<file path="config.mk">
export PLATFORM = sky130hd
export DESIGN_NAME = alarm_bus_master
export DESIGN_NICKNAME = d
export VERILOG_FILES = /design/src/rtl/abm_pkg.sv /design/src/rtl/abm_bit_timer.sv /design/src/rtl/abm_frame_seq.sv /design/src/rtl/abm_result_store.sv /design/src/rtl/alarm_bus_master.sv
export SDC_FILE = /design/constraint.sdc
export NUM_CORES = 1
export LEC_CHECK = 0
export ABC_AREA = 0
export CAP_MARGIN = 5
export CELL_PAD_IN_SITES_DETAIL_PLACEMENT = 2
export CELL_PAD_IN_SITES_GLOBAL_PLACEMENT = 2
export CORE_ASPECT_RATIO = 0.8
export CORE_UTILIZATION = 39
export CTS_CLUSTER_SIZE = 24
export DETAILED_ROUTE_END_ITERATION = 7
export PLACE_DENSITY = 0.88
export SYNTH_ARGS = -nofsm -noshare
export SYNTH_HDL_FRONTEND = slang
export SYNTH_HIERARCHICAL = 1
export SYNTH_SLANG_ARGS = --single-unit
</file>
<file path="constraint.sdc">
create_clock -name clk -period 3.85 [get_ports clk]
set_input_delay 0.5775 -clock clk [delete_from_list [all_inputs] [get_ports clk]]
set_output_delay 0.5775 -clock clk [all_outputs]
set_load 0.005 [all_outputs]
</file>
<file path="src/rtl/abm_pkg.sv">
`timescale 1ns/1ps
package abm_pkg;
   typedef enum logic [1:0] {
      ST_IDLE = 2'd0,
      ST_TX   = 2'd1,
      ST_RX   = 2'd2,
      ST_GAP  = 2'd3
   } abm_state_e;

   // Number of response slots: presence marker, two status bits, parity.
   localparam int RESP_SLOTS = 4;
endpackage

</file>
<file path="src/rtl/abm_bit_timer.sv">
`timescale 1ns/1ps
module abm_bit_timer #(
   parameter int DIV_W         = 8,
   parameter bit SAMPLE_AT_END = 1'b1
) (
   input  logic             clk,
   input  logic             rst_n,
   input  logic             run,
   input  logic [DIV_W-1:0] div,
   output logic             slot_start,
   output logic             slot_end,
   output logic             sample
);
   logic [DIV_W-1:0] cnt;

   always_ff @(posedge clk or negedge rst_n) begin
      if (!rst_n)
         cnt <= '0;
      else if (!run || cnt == div)
         cnt <= '0;
      else
         cnt <= cnt + 1'b1;
   end

   assign slot_start = run && (cnt == '0);
   assign slot_end   = run && (cnt == div);

   generate
      if (SAMPLE_AT_END) begin : g_smp_end
         assign sample = slot_end;
      end else begin : g_smp_mid
         assign sample = run && (cnt == (div >> 1));
      end
   endgenerate
endmodule

</file>
<file path="src/rtl/abm_frame_seq.sv">
`timescale 1ns/1ps
module abm_frame_seq
   import abm_pkg::*;
#(
   parameter int ADDR_W        = 5,
   parameter int DIV_W         = 8,
   parameter int GAP_SLOTS     = 2,
   parameter bit SAMPLE_AT_END = 1'b1
) (
   input  logic              clk,
   input  logic              rst_n,
   input  logic [DIV_W-1:0]  bit_div,
   input  logic              go,
   input  logic              go_write,
   input  logic [ADDR_W-1:0] go_addr,
   input  logic [1:0]        go_data,
   input  logic              go_par_inv,
   input  logic              line_rx,
   output logic              ready,
   output logic              line_strobe,
   output logic              line_data,
   output logic              line_drive,
   output logic              done_valid,
   output logic              done_write,
   output logic [ADDR_W-1:0] done_addr,
   output logic [1:0]        done_status,
   output logic              done_perr,
   output logic              done_noresp,
   output logic              done_bad_wpar
);
   localparam int TXW    = ADDR_W + 5;
   localparam int RD_LEN = ADDR_W + 2;
   localparam int WR_LEN = ADDR_W + 5;
   localparam int SPAN   = (GAP_SLOTS > WR_LEN) ? GAP_SLOTS : WR_LEN;
   localparam int SLOT_W = $clog2(SPAN + 1);

   abm_state_e              state;
   logic [SLOT_W-1:0]       slot;
   logic [TXW-1:0]          sh;
   logic [RESP_SLOTS-1:0]   rxsh;
   logic                    cur_write;
   logic                    cur_inv;
   logic [ADDR_W-1:0]       cur_addr;
   logic                    fin;
   logic                    slot_start, slot_end, sample;
   logic [SLOT_W-1:0]       tx_last;

   abm_bit_timer #(
      .DIV_W         (DIV_W),
      .SAMPLE_AT_END (SAMPLE_AT_END)
   ) u_timer (
      .clk        (clk),
      .rst_n      (rst_n),
      .run        (state != ST_IDLE),
      .div        (bit_div),
      .slot_start (slot_start),
      .slot_end   (slot_end),
      .sample     (sample)
   );

   assign tx_last = cur_write ? SLOT_W'(WR_LEN - 1) : SLOT_W'(RD_LEN - 1);

   always_ff @(posedge clk or negedge rst_n) begin
      if (!rst_n) begin
         state         <= ST_IDLE;
         slot          <= '0;
         sh            <= '0;
         rxsh          <= '0;
         cur_write     <= 1'b0;
         cur_inv       <= 1'b0;
         cur_addr      <= '0;
         fin           <= 1'b0;
         done_valid    <= 1'b0;
         done_write    <= 1'b0;
         done_addr     <= '0;
         done_status   <= '0;
         done_perr     <= 1'b0;
         done_noresp   <= 1'b0;
         done_bad_wpar <= 1'b0;
      end else begin
         fin        <= 1'b0;
         done_valid <= 1'b0;
         if (fin) begin
            done_valid    <= 1'b1;
            done_write    <= cur_write;
            done_addr     <= cur_addr;
            done_bad_wpar <= cur_write && cur_inv;
            if (cur_write) begin
               done_status <= '0;
               done_perr   <= 1'b0;
               done_noresp <= 1'b0;
            end else begin
               done_status <= {rxsh[1], rxsh[2]};
               done_noresp <= !rxsh[3];
               done_perr   <= rxsh[3] && (rxsh[2] ^ rxsh[1] ^ rxsh[0]);
            end
         end
         unique case (state)
            ST_IDLE: begin
               if (go) begin
                  sh        <= {go_addr, ^go_addr, ~go_write, go_data[0], go_data[1],
                                (go_data[0] ^ go_data[1]) ^ go_par_inv};
                  cur_write <= go_write;
                  cur_inv   <= go_par_inv;
                  cur_addr  <= go_addr;
                  slot      <= '0;
                  state     <= ST_TX;
               end
            end
            ST_TX: begin
               if (slot_end) begin
                  sh <= sh << 1;
                  if (slot == tx_last) begin
                     slot <= '0;
                     if (cur_write) begin
                        state <= ST_GAP;
                        fin   <= 1'b1;
                     end else begin
                        state <= ST_RX;
                     end
                  end else begin
                     slot <= slot + 1'b1;
                  end
               end
            end
            ST_RX: begin
               if (sample)
                  rxsh <= {rxsh[RESP_SLOTS-2:0], line_rx};
               if (slot_end) begin
                  if (slot == SLOT_W'(RESP_SLOTS - 1)) begin
                     slot  <= '0;
                     state <= ST_GAP;
                     fin   <= 1'b1;
                  end else begin
                     slot <= slot + 1'b1;
                  end
               end
            end
            ST_GAP: begin
               if (slot_end) begin
                  if (slot == SLOT_W'(GAP_SLOTS - 1)) begin
                     slot  <= '0;
                     state <= ST_IDLE;
                  end else begin
                     slot <= slot + 1'b1;
                  end
               end
            end
            default: state <= ST_IDLE;
         endcase
      end
   end

   assign ready       = (state == ST_IDLE);
   assign line_strobe = slot_start && (state == ST_TX || state == ST_RX);
   assign line_data   = (state == ST_TX) && sh[TXW-1];
   assign line_drive  = (state != ST_RX);
endmodule

</file>
<file path="src/rtl/abm_result_store.sv">
`timescale 1ns/1ps
module abm_result_store #(
   parameter int N_NODES = 30,
   parameter int ADDR_W  = 5
) (
   input  logic                 clk,
   input  logic                 rst_n,
   input  logic                 upd,
   input  logic                 upd_write,
   input  logic [ADDR_W-1:0]    upd_addr,
   input  logic [1:0]           upd_status,
   input  logic                 upd_perr,
   input  logic                 upd_noresp,
   input  logic                 upd_bad_wpar,
   output logic [2*N_NODES-1:0] status_flat,
   output logic [N_NODES-1:0]   perr_flat,
   output logic [N_NODES-1:0]   noresp_flat,
   output logic [N_NODES-1:0]   pend_flat
);
   generate
      for (genvar i = 0; i < N_NODES; i++) begin : g_node
         logic hit;
         assign hit = upd && (upd_addr == ADDR_W'(i));
         always_ff @(posedge clk or negedge rst_n) begin
            if (!rst_n) begin
               status_flat[2*i +: 2] <= '0;
               perr_flat[i]          <= 1'b0;
               noresp_flat[i]        <= 1'b0;
               pend_flat[i]          <= 1'b0;
            end else if (hit) begin
               if (upd_write) begin
                  if (upd_bad_wpar)
                     pend_flat[i] <= 1'b1;
               end else begin
                  pend_flat[i]   <= 1'b0;
                  noresp_flat[i] <= upd_noresp;
                  perr_flat[i]   <= upd_perr;
                  if (!upd_noresp)
                     status_flat[2*i +: 2] <= upd_status;
               end
            end
         end
      end
   endgenerate
endmodule

</file>
<file path="src/rtl/alarm_bus_master.sv">
`timescale 1ns/1ps
module alarm_bus_master #(
   parameter int N_NODES       = 30,
   parameter int DIV_W         = 8,
   parameter int GAP_SLOTS     = 2,
   parameter bit SAMPLE_AT_END = 1'b1,
   localparam int ADDR_W       = $clog2(N_NODES)
) (
   input  logic                 clk,
   input  logic                 rst_n,
   input  logic [DIV_W-1:0]     bit_div,
   input  logic                 scan_en,
   input  logic                 req_valid,
   output logic                 req_ready,
   input  logic                 req_write,
   input  logic [ADDR_W-1:0]    req_addr,
   input  logic [1:0]           req_data,
   input  logic                 req_par_inv,
   output logic                 line_strobe,
   output logic                 line_data,
   output logic                 line_drive,
   input  logic                 line_rx,
   output logic                 done_valid,
   output logic                 done_write,
   output logic [ADDR_W-1:0]    done_addr,
   output logic [1:0]           done_status,
   output logic                 done_perr,
   output logic                 done_noresp,
   output logic [2*N_NODES-1:0] node_status,
   output logic [N_NODES-1:0]   node_perr,
   output logic [N_NODES-1:0]   node_noresp
);
   localparam int SPAN_N = 1 << ADDR_W;

   generate
      if (N_NODES < 2)   begin : g_bad_n   $error("N_NODES must be at least 2");   end
      if (GAP_SLOTS < 1) begin : g_bad_gap $error("GAP_SLOTS must be at least 1"); end
      if (DIV_W < 1)     begin : g_bad_div $error("DIV_W must be at least 1");     end
   endgenerate

   logic                h_valid, h_write, h_inv;
   logic [ADDR_W-1:0]   h_addr;
   logic [1:0]          h_data;
   logic [ADDR_W-1:0]   scan_ptr;
   logic [N_NODES-1:0]  pend_flat;
   logic [SPAN_N-1:0]   pend_ext;
   logic                need_clear;
   logic                seq_ready, done_bad_wpar;
   logic                go, go_write, go_inv;
   logic [ADDR_W-1:0]   go_addr;
   logic [1:0]          go_data;

   always_comb begin
      pend_ext              = '0;
      pend_ext[N_NODES-1:0] = pend_flat;
   end

   assign need_clear = h_write && pend_ext[h_addr];
   assign req_ready  = !h_valid;

   // Queued request first, inserted fault-clearing read before a write, then scan.
   always_comb begin
      go       = 1'b0;
      go_write = 1'b0;
      go_inv   = 1'b0;
      go_addr  = scan_ptr;
      go_data  = h_data;
      if (seq_ready) begin
         if (h_valid) begin
            go      = 1'b1;
            go_addr = h_addr;
            if (!need_clear) begin
               go_write = h_write;
               go_inv   = h_inv;
            end
         end else if (scan_en) begin
            go = 1'b1;
         end
      end
   end

   always_ff @(posedge clk or negedge rst_n) begin
      if (!rst_n) begin
         h_valid  <= 1'b0;
         h_write  <= 1'b0;
         h_inv    <= 1'b0;
         h_addr   <= '0;
         h_data   <= '0;
         scan_ptr <= '0;
      end else begin
         if (req_valid && req_ready) begin
            h_valid <= 1'b1;
            h_write <= req_write;
            h_inv   <= req_par_inv;
            h_addr  <= req_addr;
            h_data  <= req_data;
         end else if (go && h_valid && !need_clear) begin
            h_valid <= 1'b0;
         end
         if (go && !h_valid)
            scan_ptr <= (scan_ptr == ADDR_W'(N_NODES - 1)) ? '0 : scan_ptr + 1'b1;
      end
   end

   abm_frame_seq #(
      .ADDR_W        (ADDR_W),
      .DIV_W         (DIV_W),
      .GAP_SLOTS     (GAP_SLOTS),
      .SAMPLE_AT_END (SAMPLE_AT_END)
   ) u_seq (
      .clk           (clk),
      .rst_n         (rst_n),
      .bit_div       (bit_div),
      .go            (go),
      .go_write      (go_write),
      .go_addr       (go_addr),
      .go_data       (go_data),
      .go_par_inv    (go_inv),
      .line_rx       (line_rx),
      .ready         (seq_ready),
      .line_strobe   (line_strobe),
      .line_data     (line_data),
      .line_drive    (line_drive),
      .done_valid    (done_valid),
      .done_write    (done_write),
      .done_addr     (done_addr),
      .done_status   (done_status),
      .done_perr     (done_perr),
      .done_noresp   (done_noresp),
      .done_bad_wpar (done_bad_wpar)
   );

   abm_result_store #(
      .N_NODES (N_NODES),
      .ADDR_W  (ADDR_W)
   ) u_store (
      .clk          (clk),
      .rst_n        (rst_n),
      .upd          (done_valid),
      .upd_write    (done_write),
      .upd_addr     (done_addr),
      .upd_status   (done_status),
      .upd_perr     (done_perr),
      .upd_noresp   (done_noresp),
      .upd_bad_wpar (done_bad_wpar),
      .status_flat  (node_status),
      .perr_flat    (node_perr),
      .noresp_flat  (node_noresp),
      .pend_flat    (pend_flat)
   );
endmodule

</file>
==> metrics <==
I/O pin count 157; non-filler instance count after layout 1,239; die width 177 um; postcts setup bufs 0; number of synthesized flops with an enable pin 0; # rows 50; WL per Instance 28.1 um; Critical Path Max Stage Delay 490 ps; register area share after synthesis 55.8%; Worst Clk Skew 10.2 ps; Fin Hold WS 55.0 ps; IO Port Bufs 156; initial antenna violation count 0; switching share of power 25.8%; Synth-to-Final Area Change 27.2%; vias in the first global route 8,117; critical path class reg2out; Yosys warning count 6; Yosys cell types 66; CP startpoint u_seq/state[0]; post-layout min period 3190 ps; die area 0.0251 mm2; fin. max-slew vios 0; RSZ-0062 raised after global routing false; Net Sw Power 1.33 mW; post-detail-place hpwl 22,200 um; Finish-stage setup viols 0; relative slew slack 30.1%; Yosys reg bits 213; layout cells sized above 1 24.1%; Layout Nets 944; root buffer cell clkbuf_16; fin crit share 83.0%; core area 0.0237 mm2; ys async rst share 100%; Routed met3 length 1760 um; final hold viol count 0; wirelength, routed 34,800 um; Most used DFF post-synth dfrtp_1; status completed; Power Density 422 mW/mm2; Initial Util 40.3%; critical path, cell by cell inv_1 -> ha_1 -> inv_1 -> nand2_1 -> nor4_1 -> and2_1 -> clkdlybuf4s50_1; first-pass GRT wire length 53,700 um; Clk pwr share 43.6%; Total Power 5.13 mW; total number of vias 7,038; ANT cells 0; post-synthesis cell area 0.00955 mm2; combinational fraction of design power 8.1%; die extent in y 142 um; Resized Gates After CTS 0; vias per cell 5.68; top layer in use met4; CP Data Arrival Time 2620 ps; most frequent cells in the layout dfrtp_1, clkdlybuf4s50_1, mux2_2; commonest non-fill, non-tap cell in the layout dfrtp_1; Critical Path RT 3270 ps; Post-CTS Hold Fix Bufs 0; initial DRC count 498; pre-CTS setup slack 827 ps; CTS max path bufs 3; smallest setup slack after layout 656 ps; clock sink count 213; family with the most delay on the worst path buffers and inverters; CP max FO 8; Metal-1 WL 13,900 um; Most Frequent Cell on Critical Path inv_1; Critical-path top delay cell clkdlybuf4s50_1; setup slack, reg-to-reg 760 ps; FILL cells 2,238; peak supply drop 0.343 mV; Remaining DRCs 0; Seq pwr share 48.3%; Worst Path Buf+Inv 3; cell-internal power 3.81 mW; min-delay worst type in2async; gr ovfl total 0; Syn Inst Count 758; Clock Latency Late Sink 510 ps; Sum Neg Setup Slack 0 ps; Lkg Pwr 5.62 nW; maxcap violations 0; router iterations before antenna repair 4; Placer Congestion 0.777; largest net degree at the start of global routing 97; total CTS buffers 23; GRT Total Usage 28.6%; Worst-path clk slew 60 ps; placed insts 1,198; worst-margin pin slew 1050 ps; net count after synthesis 791; Reg-to-Reg Start h_addr[0]; Critical Path End Type output pin; CTS tree done; H-tree levels 1; met2 WL post-DR 17,600 um; antenna-violating nets left 0; synthesized area per cell 12.6 um2; highest clock rate 313 MHz; crit start category register
kinds of logic after synthesis:
family                     Yosys count  share of synthesized area, %
and+or+nand+nor                    163                          9.77
buffers and inverters               65                          3.18
muxes                              170                          20.6
DFF                                213                          55.8
adders and majority gates           11                          1.44
xor gates and xnor gates            19                          1.82
AOI/OAI and AO/OA                  117                          7.37
power groups by stage:
stage               registers [mW]  logic [mW]  clock network [mW]
floorplan                     2.44       0.274                   0
global placement              2.49       0.363                   0
detailed placement            2.51       0.392                   0
CTS                           2.48       0.420                2.27
global route                  2.49       0.458                2.33
finish                        2.48       0.416                2.24
state kept, by name, summed over array words and instances (netlist names), 5 cells and up:
register	count
u_store/perr_flat	30
u_store/noresp_flat	30
h_addr	5
u_seq/sh	10
u_store/pend_flat	30
u_seq/u_timer/cnt	8
u_seq/done_addr	5
scan_ptr	5
u_seq/cur_addr	5
u_store/status_flat	60
area by class of cell:
cell class / instances / area [um2] / area share [%]
clock buffer: 35 / 651 / 5.35
timing repair buffer: 173 / 1710 / 14.0
multi-input combinational: 480 / 3920 / 32.2
sequential: 213 / 5330 / 43.9
tap: 312 / 390 / 3.21
inverter: 20 / 75.1 / 0.618
clock inverter: 6 / 82.6 / 0.680
per-layer routing:
| layer | up-vias | track usage, % |
|---|---|---|
| li1 | 3007 | - |
| met1 | 3720 | 35.3 |
| met2 | 225 | 49.7 |
| met3 | 86 | 4.97 |
| met4 | 0 | 11.4 |
| met5 | - | 0 |
through the flow:
step | cell area, um2 | util (%)
3_3_place_gp | 11400 | 48.2
2_1_floorplan | 9550 | -
3_5_place_dp | 11400 | 48.2
5_1_grt | 12200 | 51.3
6_report | 12200 | 51.3
4_1_cts | 12200 | 51.3
final timing paths:
check | end | cells past startpoint
min in group clk | u_store/status_flat[37] | 1
min | u_store/status_flat[8] | 1
min reg2reg | u_store/status_flat[37] | 1
max | line_strobe | 7
max in group asynchronous | u_store/perr_flat[9] | 2
max reg2reg | u_seq/sh[0] | 8
synthesized netlist by cell type (3+ instances only):
cell      instances  area [um2]
mux2i_1          13         130
nor3_2            3        30.0
xor2_1           10        87.6
nor3b_2           3        37.5
nor2b_1           7        43.8
a211oi_1          5        37.5
and4b_1           4        40.0
buf_1             3        11.3
clkbuf_1         20        75.1
a221oi_1          3        26.3
buf_2            14        70.1
nand2_1          68         255
nand3_1           8        40.0
and3_1            3        18.8
mux2_2          150        1690
o21ai_0          20         100
a21oi_1          64         320
buf_4             3        22.5
and2_1            6        37.5
nand3b_1          3        22.5
and4bb_2          3        37.5
nor2_1           26        97.6
nor3_1            3        15.0
nand4_1           5        31.3
buf_6             4        45.0
a21o_1            3        22.5
or3_1             4        25.0
mux4_1            4         105
ha_1             11         138
inv_1            20        75.1
dfrtp_1         213        5330
xnor2_1           8        70.1
Note: power is estimated with default switching activity, not from simulation.
